--- src/rtl/tacc_pkg.sv ---
package tacc_pkg;
  localparam int unsigned TACC_DEF_W = 32;
endpackage

--- src/rtl/tacc_init_sync.sv ---
module tacc_init_sync (
  input  logic clk,
  input  logic rst,
  input  logic init_n,
  output logic init_q
);
  // the active-low input is captured as an active-high flag
  always_ff @(posedge clk) begin
    if (rst) init_q <= 1'b0;
    else     init_q <= ~init_n;
  end
endmodule

--- src/rtl/tacc_step_reg.sv ---
module tacc_step_reg #(
  parameter int unsigned W = 32
) (
  input  logic         clk,
  input  logic         rst,
  input  logic         load,
  input  logic [W-1:0] d,
  output logic [W-1:0] q
);
  always_ff @(posedge clk) begin
    if (rst)       q <= '0;
    else if (load) q <= d;
  end

  // without the registered load flag the step never moves
  p_step_hold_r6: assert property (@(posedge clk) disable iff (rst)
    !load |=> $stable(q));
endmodule

--- src/rtl/tacc_core.sv ---
module tacc_core #(
  parameter int unsigned W = 32
) (
  input  logic         clk,
  input  logic         rst,
  input  logic         clear,
  input  logic [W-1:0] step,
  output logic         tick_n
);
  localparam int unsigned SW = W + 1;

  logic [W-1:0]  acc_q;
  logic [SW-1:0] sum;

  always_comb begin
    sum = {1'b0, acc_q} + {1'b0, step};
  end

  always_ff @(posedge clk) begin
    if (rst) begin
      acc_q  <= '0;
      tick_n <= 1'b1;
    end else if (clear) begin
      acc_q  <= '0;
      tick_n <= 1'b1;
    end else begin
      acc_q  <= sum[W-1:0];
      tick_n <= ~sum[W];
    end
  end

  // a registered initialize leaves zero phase and no pulse
  p_clear_phase_r3: assert property (@(posedge clk) disable iff (rst)
    clear |=> (acc_q == '0) && tick_n);

  // a zero step cannot wrap
  p_zero_step_r5: assert property (@(posedge clk) disable iff (rst)
    (step == '0) |=> tick_n);

  // after a wrap the residue is smaller than the step that caused it
  p_wrap_residue_r4: assert property (@(posedge clk) disable iff (rst)
    !tick_n |-> (acc_q < step));
endmodule

--- src/rtl/prog_timer_acc.sv ---
module prog_timer_acc #(
  parameter int unsigned ACC_W = tacc_pkg::TACC_DEF_W
) (
  input  logic             clk,
  input  logic             rst,
  input  logic             init_n,
  input  logic [ACC_W-1:0] step_in,
  output logic             tick_n
);
  logic             init_q;
  logic [ACC_W-1:0] step_q;

  tacc_init_sync u_sync (
    .clk   (clk),
    .rst   (rst),
    .init_n(init_n),
    .init_q(init_q)
  );

  tacc_step_reg #(.W(ACC_W)) u_step (
    .clk (clk),
    .rst (rst),
    .load(init_q),
    .d   (step_in),
    .q   (step_q)
  );

  tacc_core #(.W(ACC_W)) u_core (
    .clk   (clk),
    .rst   (rst),
    .clear (init_q),
    .step  (step_q),
    .tick_n(tick_n)
  );
endmodule

--- config.mk ---
export PLATFORM = sky130hd
export DESIGN_NAME = prog_timer_acc
export DESIGN_NICKNAME = d
export VERILOG_FILES = /design/src/rtl/tacc_pkg.sv /design/src/rtl/tacc_init_sync.sv /design/src/rtl/tacc_step_reg.sv /design/src/rtl/tacc_core.sv /design/src/rtl/prog_timer_acc.sv
export SDC_FILE = /design/constraint.sdc
export NUM_CORES = 1
export LEC_CHECK = 0
export ABC_AREA = 1
export BUFFER_PORTS_ARGS = -buffer_cell sky130_fd_sc_hd__buf_2
export CAP_MARGIN = 0
export CORE_MARGIN = 10
export CORE_UTILIZATION = 45
export DETAILED_ROUTE_END_ITERATION = 12
export PLACE_DENSITY_LB_ADDON = 0.05
export SLEW_MARGIN = 20
export SYNTH_ARGS = -nofsm -noshare
export SYNTH_HDL_FRONTEND = slang
export SYNTH_SLANG_ARGS = --single-unit
--- constraint.sdc ---
create_clock -name clk -period 1.97 [get_ports clk]
set_input_delay 0.197 -clock clk [delete_from_list [all_inputs] [get_ports clk]]
set_output_delay 0.197 -clock clk [all_outputs]
set_load 0.005 [all_outputs]
# == Word level (Yosys, flattened, before mapping) ==
# Index checks and enable logic that the tools add are counted.
# totals
in_bits,35
reg_bits,66
word_cells,8
output_inout_bits,1
# op_classes
bitwise_logic,2
reduce_logical,1
add_sub_neg,1
# ops
cell,count
$add A32 B32 Y33,1
$not A1 Y1,2
$reduce_or A2 Y1,1

# == Depth between registers and ports, before layout ==
# Gate-level depths: netlist of run 1.
# logic_depth
ltp_word,2
mapped_depth,13
mapped_depth_nobuf,12

# == Modules after synthesis ==
# Synthesis of run 1 repeated with hierarchy kept, for this count alone.
# hier_totals
hier_cells,790
area_unflattened_um2,4665.7
# modules_own_cells
mod,seq_area_each_um2,area_per_inst_um2,cells_each,instances
tacc_core,660.6,3303.2,585,1
tacc_step_reg,640.6,1338.8,203,1
tacc_init_sync,20.0,23.8,2,1

# == Worst setup path before layout of run 1 ==
# Ideal clock, no wire load.
# synth_path
kind,register to register
from,reg u_step.q[0]
to,reg u_core.acc_q[24]
setup_slack_ps,221
period_less_slack_ps,1749
t_required_ps,1860
n_path_buf,0
arrival_time_ps,1639
path_stages_with_launch,13
setup_time_ps,110
cell_sequence,dfxtp_1 > ha_1 > fa_1 > nand3_1 > nand3_1 > nand2_1 > nand2_1 > nand2_1 > nand2_2 > nand2_1 > nand3_1 > nand2_1 > nor2_1
# synth_between
elab_chain_len,1
# synth_lines
item,line,source
from (decl),tacc_step_reg.sv:8,output logic [W-1:0] q
from (signal assigned),tacc_step_reg.sv:11,if (rst) q <= '0;
from (signal assigned),tacc_step_reg.sv:12,else if (load) q <= d;
$add A32 B32 Y33,tacc_core.sv:16,"sum = {1'b0, acc_q} + {1'b0, step};"
to (signal assigned),tacc_core.sv:27,acc_q <= sum[W-1:0];
to (decl),tacc_core.sv:12,logic [W-1:0] acc_q;
# No other way between the ends.
# A chain may end at the register's enable or synchronous reset.

# == Worst setup path after layout of run 1 ==
# Ends and elaborated chain as after synthesis.

==> impl_metrics.toml, run 1 <==
[timing]
finalSetupViolCount = 0
finalClockSkew_ns = 0.0108
fin_crit_ns = 1.85
setup_slack_ns = 0.118
maxSlewHeadroom_pct = 77.4
setup_total_negative_slack_ns = 0
tightest_slew_ns = 0.339
fmax_mhz = 540
hold_viol = 0
finalCritPeriodShare_pct = 94.0
slew_violations = 0

[yosys]
ys_ff_latch = 66
yosys_warnings = 0
synthArstFlopShare_pct = 0
syn_area_mm2 = 0.00441
synth_cells = 731
syn_avg_cell_area_um2 = 6.03
ys_types = 28
synth_flop_cell = "dfxtp_1"
synthesis.nets = 799
ys_seq_area_share_pct = 30.0
synth_edf_count = 0

[die]
die-height_um = 119
initial_utilization_pct = 45.7
die_w_um = 119
ios = 36
die_area_mm2 = 0.0142
core_area_mm2 = 0.00964
fp-row-count = 36

[finish]
layout-drive-gt1-share_pct = 13.4
area.growth.synth_to_final_pct = 15.4
final_cell_mix = "nand2_1, nor2_1, inv_1"
fin_nets = 848
final_util_pct = 52.8
finalInstanceArea_mm2 = 0.00509
final_cells = 918
nFillCells = 1038
num_antenna_cells = 0
final_common_cell = "nand2_1"

[placed_design]
portBuffers = 35
place_ws_ns = -0.0377
dp_hpwl_um = 9390
place_area_mm2 = 0.00479
placed_cells = 899
place.gp.congestion = 0.939

[route]
wl_met3_um = 497
routed_via_density = 4.79
vias = 4400
routed.top_layer = "met4"
drc_errors = 0
wl_met1_um = 6190
totalWireLength_um = 12400
drtIter0Drc = 272
ant_nets = 0
wl_per_cell_um = 13.5
wl_met2_um = 5390
firstDrtPassIters = 5

[setup_path]
worstPathRequired_ns = 2.25
crit_type = "reg2reg"
startpoint_type = "register"
critPathMaxFanout = 4
end_kind = "register"
arrival_ns = 2.13
r2r_slack_ns = 0.12

[grt]
antenna_found_initial = 0
grt_pass1_wl_um = 20900
grt_pass1_vias = 4363
overflow = 0
grt_usage_pct = 18.1
grt_max_degree = 34

[power_and_ir_drop]
ir_drop_uv = 394
p_leak_nw = 2.87
power_density_mw_per_mm2 = 654

[clocking]
cts_tree = "done"
clkSlewWorstSetupHoldPaths_ns = 0.08
htree_levels = 3
cts_buffer_depth = 2
cts_buffers = 9
cts.sinks = 66
cts_root_buf = "clkbuf_8"
clk_latency_ns = 0.37

[job]
maxCapViolations = 0

[outcome]
status = "finished, final reports clean"

[worst_hold_path]
hold_class = "in2reg"
## cell usage after synthesis (all sizes together) (3+ instances only)
library cell	instances	area, um^2
clkbuf	10	41.3
and2	3	18.8
nor2	130	495
dfxtp	66	1320
nand4	3	18.8
inv	116	435
nand2	231	890
nand3	33	180
nor3	8	66.3
a21oi	43	215
o21ai	44	220
ha	32	400
buf	3	26.3
o21bai	4	30.0
## final timing paths
check / start / endpoint / depth (start not counted)
min reg2reg: u_step.q[20] / u_step.q[20] / 2
max: u_step.q[0] / u_core.acc_q[24] / 12
max reg2reg: u_step.q[0] / u_core.acc_q[24] / 12
min: rst / u_step.q[20] / 2
## timing repair
item                                   4_1_cts  5_1_grt
setup endpoints to repair                    1       16
resized for setup                            2       16
endpoints found under the hold margin        1        0
buffers inserted                             0        2
pin swaps                                    0        1
hold buffers                                 1        0
## layout make-up
class                           instances  area, um^2  area share [%]
Clock inverter                          5        78.8            1.55
Inverter                              116         435            8.56
Clock buffer                           11         131            2.58
Timing Repair Buffer                   51         310            6.10
Tap cell                              133         166            3.27
Multi-Input combinational cell        536        2640            52.0
Sequential cell                        66        1320            26.0
## through the flow
step / total power [mW] / hold slack, ns
floorplan: 1.88 / 0.264
global placement: 2.06 / 0.354
detailed placement: 2.06 / 0.356
CTS: 3.35 / 0.000307
global route: 3.51 / 0.0121
finish: 3.33 / 0.0182
## state kept, by name, summed over array words and instances (netlist names)
| signal | cells |
|---|---|
| u_core.acc_q | 32 |
| u_core.tick_n | 1 |
| u_step.q | 32 |
| u_sync.init_q | 1 |
## worst max-delay path, stage by stage (launching register included)
cell	delay (ns)
dfxtp_1	0.32
ha_2	0.21
fa_1	0.38
nand3_1	0.11
nand3_2	0.11
nand2_1	0.09
nand2_2	0.09
nand2_1	0.10
nand2_2	0.08
nand2_2	0.10
nand3_1	0.07
nand2_1	0.06
nor2_1	0.04
## cell families (layout without fill, tap and decap cells)
family | count (synthesis) | count (layout) | synth area share, %
flip-flops | 66 | 66 | 30.0
XOR/XNOR | 1 | 1 | 0.199
adder cells (fa/ha/maj) | 33 | 33 | 9.53
AO/OA/AOI/OAI | 93 | 93 | 10.9
AND/OR/NAND/NOR | 409 | 409 | 38.0
buffers and inverters | 129 | 183 | 11.4
## per-layer routing
metal,vias to the layer above,global-route usage [%]
met5,-,0
met1,1938,23.7
met4,0,7.71
met3,21,4.58
li1,2358,-
met2,83,27.6
## power breakdown
part | internal [mW] | switching, mW
clock | 0.711 | 0.562
combinational | 0.218 | 0.364
sequential | 1.43 | 0.0435
total | 2.36 | 0.970
Power figures use the tool's default switching activity.
==> run 2: changes to the inputs <==
PLACE_DENSITY = 0.7   (was unset)
PLACE_DENSITY_LB_ADDON = unset   (was 0.05)
==> run 2 against run 1 <==
  * Global-route usage is 1.1 points lower
  * Wire length down 4.5%
  * Critical path depth did not move
  * Final cell count fell by 1.1%
  * Die area unchanged
  * Via count is 0.48% higher
  * Largest cell class unchanged
==> impl_metrics.toml, run 2 (synthesis gave the netlist of run 1 again) <==
[finish]
final_cells = 908
fin_nets = 840
final_common_cell = "nand2_1"
top_regs = "u_core.acc_q: 32 flops, u_step.q: 32 flops"
num_antenna_cells = 0
layout-drive-gt1-share_pct = 11.4
area.growth.synth_to_final_pct = 12.2
final_cell_mix = "nand2_1, nor2_1, inv_1"

[power_and_ir_drop]
ir_drop_uv = 364
p_leak_nw = 2.79
power_density_mw_per_mm2 = 614
p_total_mw = 3.04

[grt]
gr-max-usage-layer = "met2"
grt_pass1_vias = 4294
grt_usage_pct = 17.0
use_met2_pct = 28.0
antenna_found_initial = 0
grt_max_degree = 34
overflow = 0
grtUsageMet1_pct = 21.6
use_met3_pct = 3.83
grt_pass1_wl_um = 20200

[job]
maxCapViolations = 0

[route]
firstDrtPassIters = 5
routed_via_density = 4.87
wl_per_cell_um = 13.0
totalWireLength_um = 11800
ant_nets = 0
drtIter0Drc = 285
vias = 4421
drc_errors = 0

[clocking]
cts_buffer_depth = 2
htree_levels = 3
clkSlewWorstSetupHoldPaths_ns = 0.07
post_cts_buffers = 0
clk_latency_ns = 0.35
cts_buffers = 9
cts_root_buf = "clkbuf_8"
cts.sinks = 66
cts_tree = "done"

[setup_path]
cp-startpoint = "u_step.q[0]"
r2r_cells = 12
r2r_end = "u_core.acc_q[24]"
crit_type = "reg2reg"
critPathMaxFanout = 4
r2r_slack_ns = 0.12
worstPathRequired_ns = 2.22
arrival_ns = 2.10
cpPeakStageDelay_ns = 0.40
startpoint_type = "register"
crit_top_cell = "nand2_1"
cp-endpoint = "u_core.acc_q[24]"
crit_chain = "ha_2, fa_1, nand3_1, nand3_2, nand2_1, nand2_1, nand2_1, nand2_2, nand2_1, nand3_1, nand2_1, nor2_1"
slowest_stage = "fa_1"
timing.rr.start = "u_step.q[0]"
end_kind = "register"

[placed_design]
place.gp.congestion = 0.938
portBuffers = 35
placed_cells = 893
place_ws_ns = 0.0922
dp_hpwl_um = 9090

[timing]
finalSetupViolCount = 0
hold_viol = 0
maxSlewHeadroom_pct = 77.8
finalCritPeriodShare_pct = 94.0
setup_total_negative_slack_ns = 0
fin_crit_ns = 1.85
setup_slack_ns = 0.118
fmax_mhz = 540
holdWs_ns = 0.0409
finalClockSkew_ns = 0.0100
slew_violations = 0
tightest_slew_ns = 0.333

[worst_hold_path]
hold_class = "in2reg"

[die]
ios = 36
fp-row-count = 36
core_area_mm2 = 0.00964
die_w_um = 119
initial_utilization_pct = 45.7
die-height_um = 119
die_area_mm2 = 0.0142

[outcome]
status = "finished, final reports clean"
==> run 2: routing by layer <==
metal / up-vias / routed length [um] / part of all wire, %
li1: 2341 / - / -
met2: 123 / 5370 / 46
met1: 1943 / 5500 / 47
met4: 0 / 185 / 1.6
met5: - / 0 / 0
met3: 14 / 733 / 6.2
==> run 2: area by class of cell <==
type                            instances  area [um^2]
Clock inverter                          3         17.5
Multi-Input combinational cell        536         2620
Inverter                              116          435
Fill cell                            1044         4690
Timing Repair Buffer                   43          250
Sequential cell                        66         1320
Tap cell                              133          166
Clock buffer                           11          141
==> run 2: power breakdown <==
part / switching, mW / total [mW] / internal, mW
combinational: 0.356 / 0.560 / 0.204
sequential: 0.0460 / 1.47 / 1.43
clock: 0.531 / 1.00 / 0.473
==> run 2: how the worst min path moves through the flow <==
stage	slack, ns	cells after the start	endpoint	startpoint
2_1_floorplan	0.26	1	u_sync.init_q	init_n
3_3_place_gp	0.35	2	u_sync.init_q	init_n
3_5_place_dp	0.36	2	u_sync.init_q	init_n
4_1_cts	0.03	2	u_step.q[20]	rst
5_1_grt	0.04	2	u_sync.init_q	rst
6_report	0.04	2	u_step.q[20]	rst
==> run 2: per-stage QoR <==
stage / util (%) / area (um^2)
floorplan: - / 4410
finish: 51.3 / 4950
global route: 51.3 / 4950
global placement: 49.3 / 4750
detailed placement: 49.3 / 4750
CTS: 51.0 / 4920
==> run 2: worst max-delay path, delay by kind of cell, from the launching register on <==
kind	cells	cell delay, ns
DFF	1	0.32
and+or+nand+nor	10	0.83
adders and majority gates	2	0.61
==> run 2: what timing repair did <==
action	4_1_cts	5_1_grt
endpoints found under the setup margin	0	13
hold endpoints to repair	1	0
gates resized for setup	0	11
hold buffers	1	0
==> run 3: changes to the inputs <==
CORE_MARGIN = unset   (was 10)
==> run 3 against run 2 <==
  * Clock-buffer cell count did not move
  * Register-to-register slack is essentially flat
  * Flip-flop and latch count unchanged
  * Via count is 1.0% lower
  * Utilization up 1.8 points
  * Cell area rose by 0.58%
  * Clock skew is 0.0032 ns lower
  * Critical path type unchanged
  * Combinational power fell by 2%
  * Critical endpoint is now u_core.acc_q[28]
==> impl_metrics.toml, run 3 (synthesis gave the netlist of run 1 again) <==
[outcome]
status = "finished, final reports clean"

[setup_path]
arrival_ns = 2.08
critPathMaxFanout = 5
slowest_stage = "ha_1"
cpPeakStageDelay_ns = 0.37
end_kind = "register"
worstPathRequired_ns = 2.21
crit_chain = "ha_1, a21oi_1, nor2_1, nor2_1, nand2_1, a21oi_1, nand3_1, nand2_1, nor2_1"
startpoint_type = "register"
path_delay_family = "simple AND/OR/NAND/NOR gates"
crit_type = "reg2reg"
crit_top_cell = "nor2_1"
cp_num_buf_inv = 0

[placed_design]
place_area_mm2 = 0.00472
dp_hpwl_um = 8540
place.gp.congestion = 0.915
portBuffers = 35
placed_cells = 888
place_ws_ns = -0.0165

[power_and_ir_drop]
p_int_mw = 2.33
pwr-share-comb_pct = 16.8
p_leak_nw = 2.82
swShare_pct = 28.3
pwr-share-clk_pct = 38.0
power_frac_seq_pct = 45.2
p_sw_uw = 921
ir_drop_uv = 393
power_density_mw_per_mm2 = 654

[grt]
overflow = 0
antenna_found_initial = 0
grt_pass1_vias = 3929
grt_usage_pct = 23.7
grt_pass1_wl_um = 18600
grt_max_degree = 34

[finish]
top_regs = "u_core.acc_q: 32 flops, u_step.q: 32 flops"
finalInstanceArea_mm2 = 0.00498
area.growth.synth_to_final_pct = 12.9
final_util_pct = 53.1
num_antenna_cells = 0
final_common_cell = "nand2_1"
layout-drive-gt1-share_pct = 11.1
final_cells = 905
final_cell_mix = "nand2_1, nor2_1, inv_1"
nFillCells = 1021
fin_nets = 839

[timing]
fmax_mhz = 542
finalSetupViolCount = 0
fin_crit_ns = 1.85
finalCritPeriodShare_pct = 93.7
maxSlewHeadroom_pct = 75.4
rsz0062_at_grt = "false"
slew_violations = 0
finalClockSkew_ns = 0.00684
tightest_slew_ns = 0.368
hold_viol = 0
setup_slack_ns = 0.124

[die]
initial_utilization_pct = 47.0
ios = 36
die_area_mm2 = 0.0102
core_area_mm2 = 0.00937
die-height_um = 101
fp-row-count = 35
die_w_um = 101

[route]
ant_nets = 0
drtIter0Drc = 218
drc_errors = 0
wl_per_cell_um = 12.4
vias = 4375
totalWireLength_um = 11200
firstDrtPassIters = 5
routed_via_density = 4.83

[job]
maxCapViolations = 0

[clocking]
cts_buffer_depth = 2
clk_latency_ns = 0.35
cts_tree = "done"
cts_root_buf = "clkbuf_8"
cts_buffers = 9
clkSlewWorstSetupHoldPaths_ns = 0.07
cts.sinks = 66
htree_levels = 3

[worst_hold_path]
hold_class = "in2reg"
run 3: final cells by class:
class                      count  area, um^2  share of cell area, %
multi-input combinational    536        2620                   52.6
sequential                    66        1320                   26.5
clock buffer                  11         131                   2.64
inverter                     116         435                   8.75
timing repair buffer          42         230                   4.63
tap                          129         161                   3.24
clock inverter                 5        78.8                   1.58
run 3: what timing repair did:
item,in CTS,in global routing
hold buffers,1,0
setup buffers,0,0
gates cloned,0,0
endpoints found under the hold margin,1,0
resized for setup,1,8
endpoints found under the setup margin,1,10
run 3: worst paths after layout:
check / from / endpoint / slack (ns) / cells past startpoint
hold / removal: rst / u_step.q[20] / 0.04 / 2
hold reg to reg: u_step.q[20] / u_step.q[20] / 0.48 / 2
setup reg to reg: u_step.q[25] / u_core.acc_q[28] / 0.12 / 9
setup / recovery: u_step.q[25] / u_core.acc_q[28] / 0.12 / 9
run 3: through the flow:
stage	hold WS [ns]	TNS, ns	total power, mW
after floorplan	0.264	0	1.88
after detailed placement	0.356	-0.0165	2.04
after global routing	0.0372	0	3.44
after CTS	0.0374	0	3.28
final	0.0402	0	3.26
after global placement	0.351	0	2.02
run 3: power groups by stage:
stage	Combinational, mW	Clock (mW)	Sequential [mW]
3_5_place_dp	0.537	0	1.50
6_report	0.547	1.24	1.47
4_1_cts	0.542	1.27	1.47
5_1_grt	0.626	1.34	1.48
2_1_floorplan	0.396	0	1.49
3_3_place_gp	0.526	0	1.50
run 3: metal layers:
layer | vias up | track usage, % | wire [um]
met5 | - | 0 | 0
met4 | 0 | 6.47 | 186
met3 | 15 | 3.74 | 493
met2 | 97 | 37.9 | 4850
met1 | 1927 | 32.9 | 5690
li1 | 2336 | - | -
